<file path="src/rtl/uart_irq_status.sv">
module uart_irq_status #(
  parameter int DEPTH  = 16,
  parameter int TRIG_0 = 1,
  parameter int TRIG_1 = 4,
  parameter int TRIG_2 = 8,
  parameter int TRIG_3 = 14,
  localparam int CW = $clog2(DEPTH + 1),
  localparam int AW = $clog2(DEPTH)
) (
  input  logic          clk,
  input  logic          rst_n,
  input  logic [CW-1:0] rx_count,
  input  logic [CW-1:0] tx_count,
  input  logic          tx_idle,
  input  logic          rx_push,
  input  logic [2:0]    rx_push_err,
  input  logic          rx_pop,
  input  logic          rx_overrun,
  input  logic          ier_we,
  input  logic          fcr_we,
  input  logic          thr_we,
  input  logic [7:0]    wdata,
  input  logic          lsr_re,
  input  logic          iir_re,
  output logic [7:0]    lsr,
  output logic [7:0]    iir,
  output logic          irq
);

  logic [3:0]    ier;
  logic          fifo_en;
  logic [1:0]    trig_sel;
  logic [CW-1:0] trig;
  logic [DEPTH-1:0] eflag;
  logic [AW-1:0] wp, rp;
  logic [CW-1:0] ecnt, ecnt_nxt;
  logic [4:1]    lerr;
  logic          fifo_err, thre_pend, tx_empty_q;
  logic          rls_p, rda_p, thr_p;
  logic [3:0]    code;

  wire tx_empty = (tx_count == '0);
  wire push_bad = rx_push && (|rx_push_err);
  wire pop_bad  = rx_pop && eflag[rp];
  wire rx_rst   = fcr_we && wdata[1];
  wire unused_bits = ^{wdata[5:4], ier[3]};

  always_comb begin
    if (!fifo_en) trig = CW'(TRIG_0);
    else begin
      case (trig_sel)
        2'd0:    trig = CW'(TRIG_0);
        2'd1:    trig = CW'(TRIG_1);
        2'd2:    trig = CW'(TRIG_2);
        default: trig = CW'(TRIG_3);
      endcase
    end
  end

  always_comb begin
    ecnt_nxt = ecnt;
    if (push_bad && !pop_bad) ecnt_nxt = ecnt + 1'b1;
    else if (pop_bad && !push_bad) ecnt_nxt = ecnt - 1'b1;
  end

  always_ff @(posedge clk or negedge rst_n) begin
    if (!rst_n) begin
      ier      <= '0;
      fifo_en  <= 1'b0;
      trig_sel <= '0;
    end else begin
      if (ier_we) ier <= wdata[3:0];
      if (fcr_we) begin
        fifo_en  <= wdata[0];
        trig_sel <= wdata[7:6];
      end
    end
  end

  always_ff @(posedge clk or negedge rst_n) begin
    if (!rst_n) begin
      eflag <= '0;
      wp    <= '0;
      rp    <= '0;
      ecnt  <= '0;
    end else if (rx_rst) begin
      eflag <= '0;
      wp    <= '0;
      rp    <= '0;
      ecnt  <= '0;
    end else begin
      if (rx_push) begin
        eflag[wp] <= push_bad;
        wp <= (wp == AW'(DEPTH - 1)) ? '0 : wp + 1'b1;
      end
      if (rx_pop) rp <= (rp == AW'(DEPTH - 1)) ? '0 : rp + 1'b1;
      ecnt <= ecnt_nxt;
    end
  end

  always_ff @(posedge clk or negedge rst_n) begin
    if (!rst_n) begin
      lerr     <= '0;
      fifo_err <= 1'b0;
    end else begin
      lerr <= (lsr_re ? 4'b0 : lerr) |
              {rx_push && rx_push_err[2], rx_push && rx_push_err[1],
               rx_push && rx_push_err[0], rx_overrun};
      if (rx_rst)        fifo_err <= 1'b0;
      else if (push_bad) fifo_err <= 1'b1;
      else if (lsr_re)   fifo_err <= (ecnt_nxt != '0);
    end
  end

  always_ff @(posedge clk or negedge rst_n) begin
    if (!rst_n) begin
      thre_pend  <= 1'b0;
      tx_empty_q <= 1'b1;
    end else begin
      tx_empty_q <= tx_empty;
      if (thr_we)
        thre_pend <= 1'b0;
      else if ((tx_empty && !tx_empty_q) ||
               (ier_we && wdata[1] && !ier[1] && tx_empty))
        thre_pend <= 1'b1;
      else if (iir_re && code == 4'h2)
        thre_pend <= 1'b0;
    end
  end

  assign rls_p = ier[2] && (|lerr);
  assign rda_p = ier[0] && (rx_count >= trig);
  assign thr_p = ier[1] && thre_pend;

  always_comb begin
    if (rls_p)      code = 4'h6;
    else if (rda_p) code = 4'h4;
    else if (thr_p) code = 4'h2;
    else            code = 4'h1;
  end

  assign iir = {{2{fifo_en}}, 2'b00, code};
  assign irq = rls_p | rda_p | thr_p;
  assign lsr = {fifo_err, tx_empty && tx_idle, tx_empty, lerr, rx_count != '0};

endmodule


</file>
<file path="config.mk">
export PLATFORM = sky130hd
export DESIGN_NAME = uart_irq_status
export DESIGN_NICKNAME = d
export VERILOG_FILES = /design/src/rtl/uart_irq_status.sv
export SDC_FILE = /design/constraint.sdc
export NUM_CORES = 1
export LEC_CHECK = 0
export ABC_AREA = 1
export BUFFER_PORTS_ARGS = -buffer_cell sky130_fd_sc_hd__buf_2
export CELL_PAD_IN_SITES_DETAIL_PLACEMENT = 1
export CELL_PAD_IN_SITES_GLOBAL_PLACEMENT = 2
export CORE_UTILIZATION = 32
export DETAILED_ROUTE_END_ITERATION = 10
export PLACE_DENSITY_LB_ADDON = 0.1
export SLEW_MARGIN = 10
export SYNTH_ARGS = -nofsm -noshare
export SYNTH_HDL_FRONTEND = slang
export SYNTH_SLANG_ARGS = --single-unit
</file>
<file path="constraint.sdc">
create_clock -name clk -period 2.3 [get_ports clk]
set_clock_uncertainty 0.05 [all_clocks]
set_input_delay 0.46 -clock clk [delete_from_list [all_inputs] [get_ports clk]]
set_output_delay 0.46 -clock clk [all_outputs]
set_load 0.03 [all_outputs]
</file>
==> results_dict.tcl <==
set metrics [dict create \
    status "complete, but fails checks" \
    violations "negative setup slack" \
    finish.net_count 426 \
    clkTransAtPathRegs_ns 0.09 \
    dr.pass1.iters 4 \
    use_met1 0.2499 \
    cp_num_buf_inv 2 \
    hpwl_um 5133 \
    io_buffers 42 \
    clockBufferDepth 2 \
    cp-endpoint "irq" \
    use_met2 0.3004 \
    slowest_delay_ns 0.40 \
    hold_viol 0 \
    crit_chain "o21ai_1 -> ha_1 -> o21ai_1 -> nand2_1 -> a21oi_2 -> nor2_1 -> o31ai_2 -> nand2_2 -> nor2_4 -> inv_4 -> buf_6" \
    placementRows 32 \
    antenna_found_initial 0 \
    dpl_cell_area_um2 2937 \
    path_class "reg -> out" \
    grtUsageTotal 0.1821 \
    coreArea_um2 7807 \
    power.leakage_nw 1.558 \
    ioPinCount 49 \
    yosysSeqAreaShare 0.4047 \
    overflow 0 \
    critPathLaunchType "flip-flop" \
    clk_latency_ns 0.29 \
    synth_edf_count 0 \
    slowest_stage "dfrtp_1" \
    synthCells 332 \
    fin_area_um2 3094 \
    fin_ws_ns -0.3510 \
    cts_buffers 5 \
    tightest_slew_ns 0.5742 \
    dr_total_vias 2344 \
    ys.warnings.count 0 \
    path_depth 11 \
    synth.avg_cell_area_um2 7.831 \
    finalMaxSlewViolations 0 \
    die_area_um2 8490 \
    grt_busiest_layer "met2" \
    drt_wl_total_um 6804 \
    relSlewSlack 0.6172 \
    rrSetupSlack_ns 0.02 \
    num-fill-cells 997 \
    worst_r2r_path_depth 13 \
    crit_family "compound AO/OA/AOI/OAI gates" \
    post-place-cells 473 \
    hp-class "in -> async" \
    viasPerCell 4.823 \
    crit_required_ns 1.79 \
    cts.sinks 42 \
    arrival_ns 2.14 \
    grt_pass1_wl_um 12270 \
    fin_crit_ns 2.651 \
    final-instance-count-excl-fill 486 \
    root_buffer "clkbuf_8" \
    grt_max_degree 43 \
    worstPathMaxFanout 3 \
    dp_slack_ns -0.2362 \
    diodes 0 \
    finalCritPeriodShare 1.153 \
    met3_usage 0.03234 \
    crit_start "trig_sel[0]" \
    ys.flop_type "dfrtp_1" \
    initial_core_util 0.3330 \
    synthArstFlopShare 1.000 \
    die_y_um 92.14 \
    drt_iter0_drc 52 \
    drc 0 \
    p_per_area_nw_per_um2 743.0 \
    area_growth_pct 19.01 \
    max_freq_ghz 0.3772 \
    rsz0062_at_grt "yes" \
    maxCapViolCount 0 \
    peakVddDrop_mv 0.3038 \
    ys_types 37 \
    end_kind "output pin" \
    crit_top_cell "o21ai_1" \
    ys_ff_latch 42 \
    synthesis.area_um2 2600 \
    fin_tns_setup_ns -1.236 \
    ctsHoldBuffers 0 \
    cts_htree_levels 2 \
    finalSetupViolCount 4 \
    die_w_um 92.14 \
    cts_tree "built" \
    globalplace.congestion 0.7407 \
    ant_nets 0 \
    r2r_end "thre_pend" \
    grt_pass1_vias 2530 \
    drive_gt1_frac 0.2292 \
    routedWlPerCell_um 14.00 \
    reg2reg_from "trig_sel[0]" \
]
==> power breakdown <==
part / internal [mW] / total (mW) / leakage (nW) / switching, mW
Sequential: 0.842 / 0.971 / 0.544 / 0.129
Clock: 0.243 / 0.500 / 0.0482 / 0.258
Combinational: 0.328 / 0.827 / 0.966 / 0.500
Total: 1.41 / 2.30 / 1.56 / 0.887
==> logic make-up after synthesis <==
kind of cell | count (synthesis) | share of synthesized area
AO/OA/AOI/OAI | 59 | 0.1357
XOR/XNOR | 8 | 0.02695
adder cells (fa/ha/maj) | 11 | 0.05293
buffers and inverters | 63 | 0.1097
flip-flops | 42 | 0.4047
multiplexers | 3 | 0.01299
other | 1 | 0.001442
AND/OR/NAND/NOR | 145 | 0.2555
==> worst reg2reg max path: cells and delay by family (launching register included) <==
family	cells	cell delay (ns)
flops	1	0.40
simple gates	3	0.26
buf+inv	3	0.41
compound gates	6	0.81
fa+ha+maj	1	0.25
==> timing repair <==
action                                  4_1_cts  5_1_grt
pin swaps                                     2        0
endpoints found under the setup margin        4        5
gates resized for setup                       9        1
cloned                                        0        0
setup buffers                                 4        1
==> per-stage QoR <==
| step | power, mW | hold slack (ns) | util |
|---|---|---|---|
| after global placement | 1.776 | 0.4383 | 0.3761 |
| after floorplan | 1.578 | 0.1144 | - |
| after detailed placement | 1.793 | 0.4347 | 0.3761 |
| final | 2.299 | 0.1889 | 0.3963 |
| after CTS | 2.331 | 0.2119 | 0.3949 |
| after global routing | 2.492 | 0.2341 | 0.3963 |
==> layer usage <==
layer	wire (um)	part of all wire
met5	0	0
met4	45	0.0066
met3	192	0.028
met2	3128	0.46
met1	3438	0.51
==> flip-flops by register name (all words and copies together), names as in the netlist <==
signal	cells
tx_empty_q	1
rp	4
wp	4
eflag	16
lerr	4
fifo_en	1
ecnt	5
ier	3
thre_pend	1
trig_sel	2
fifo_err	1
==> layout by cell type, fill, tap and decap left out, drive strengths merged, types with 2 or more instances in the layout <==
cell / instances
nand2: 77
buf: 56
inv: 48
dfrtp: 41
nand3: 30
o21ai: 27
nor2: 26
a21oi: 20
ha: 11
xor2: 7
clkbuf: 7
nor3: 6
a32o: 4
nand4: 3
mux2: 3
conb: 3
o32ai: 2
clkinv: 2
o31ai: 2
==> synthesized netlist by cell type, drive strengths merged, types with 2 or more instances <==
master	count	area (um2)
o21ai	27	135.1
buf	11	82.57
ha	11	137.6
mux2	3	33.78
dfrtp	41	1026
nand3	30	177.7
clkbuf	3	11.26
nand4	3	18.77
o32ai	2	17.52
a32o	4	40.04
xor2	7	61.31
nor3	6	30.03
nor2	26	97.59
o31ai	2	15.01
a21oi	20	100.1
inv	48	187.7
nand2	77	321.5
==> worst min-delay path by stage <==
stage | start | end | slack [ns] | cells after the start
after CTS | rst_n | eflag[11] | 0.21 | 2
after global placement | eflag[13] | eflag[13] | 0.44 | 1
after detailed placement | eflag[13] | eflag[13] | 0.43 | 1
after floorplan | rst_n | ecnt[0] | 0.11 | 0
final | rst_n | wp[2] | 0.19 | 2
after global routing | rst_n | wp[2] | 0.23 | 2
==> layout make-up <==
cell class	count	area, um2	share of cell area
clock buffer	7	86.33	0.02790
tap	102	127.6	0.04125
clock inverter	1	5.005	0.001617
multi-input combinational	229	1289	0.4165
timing repair buffer	56	340.3	0.1100
inverter	49	193.9	0.06268
sequential	42	1052	0.3401
No activity file was read; power rests on OpenSTA's default activity.
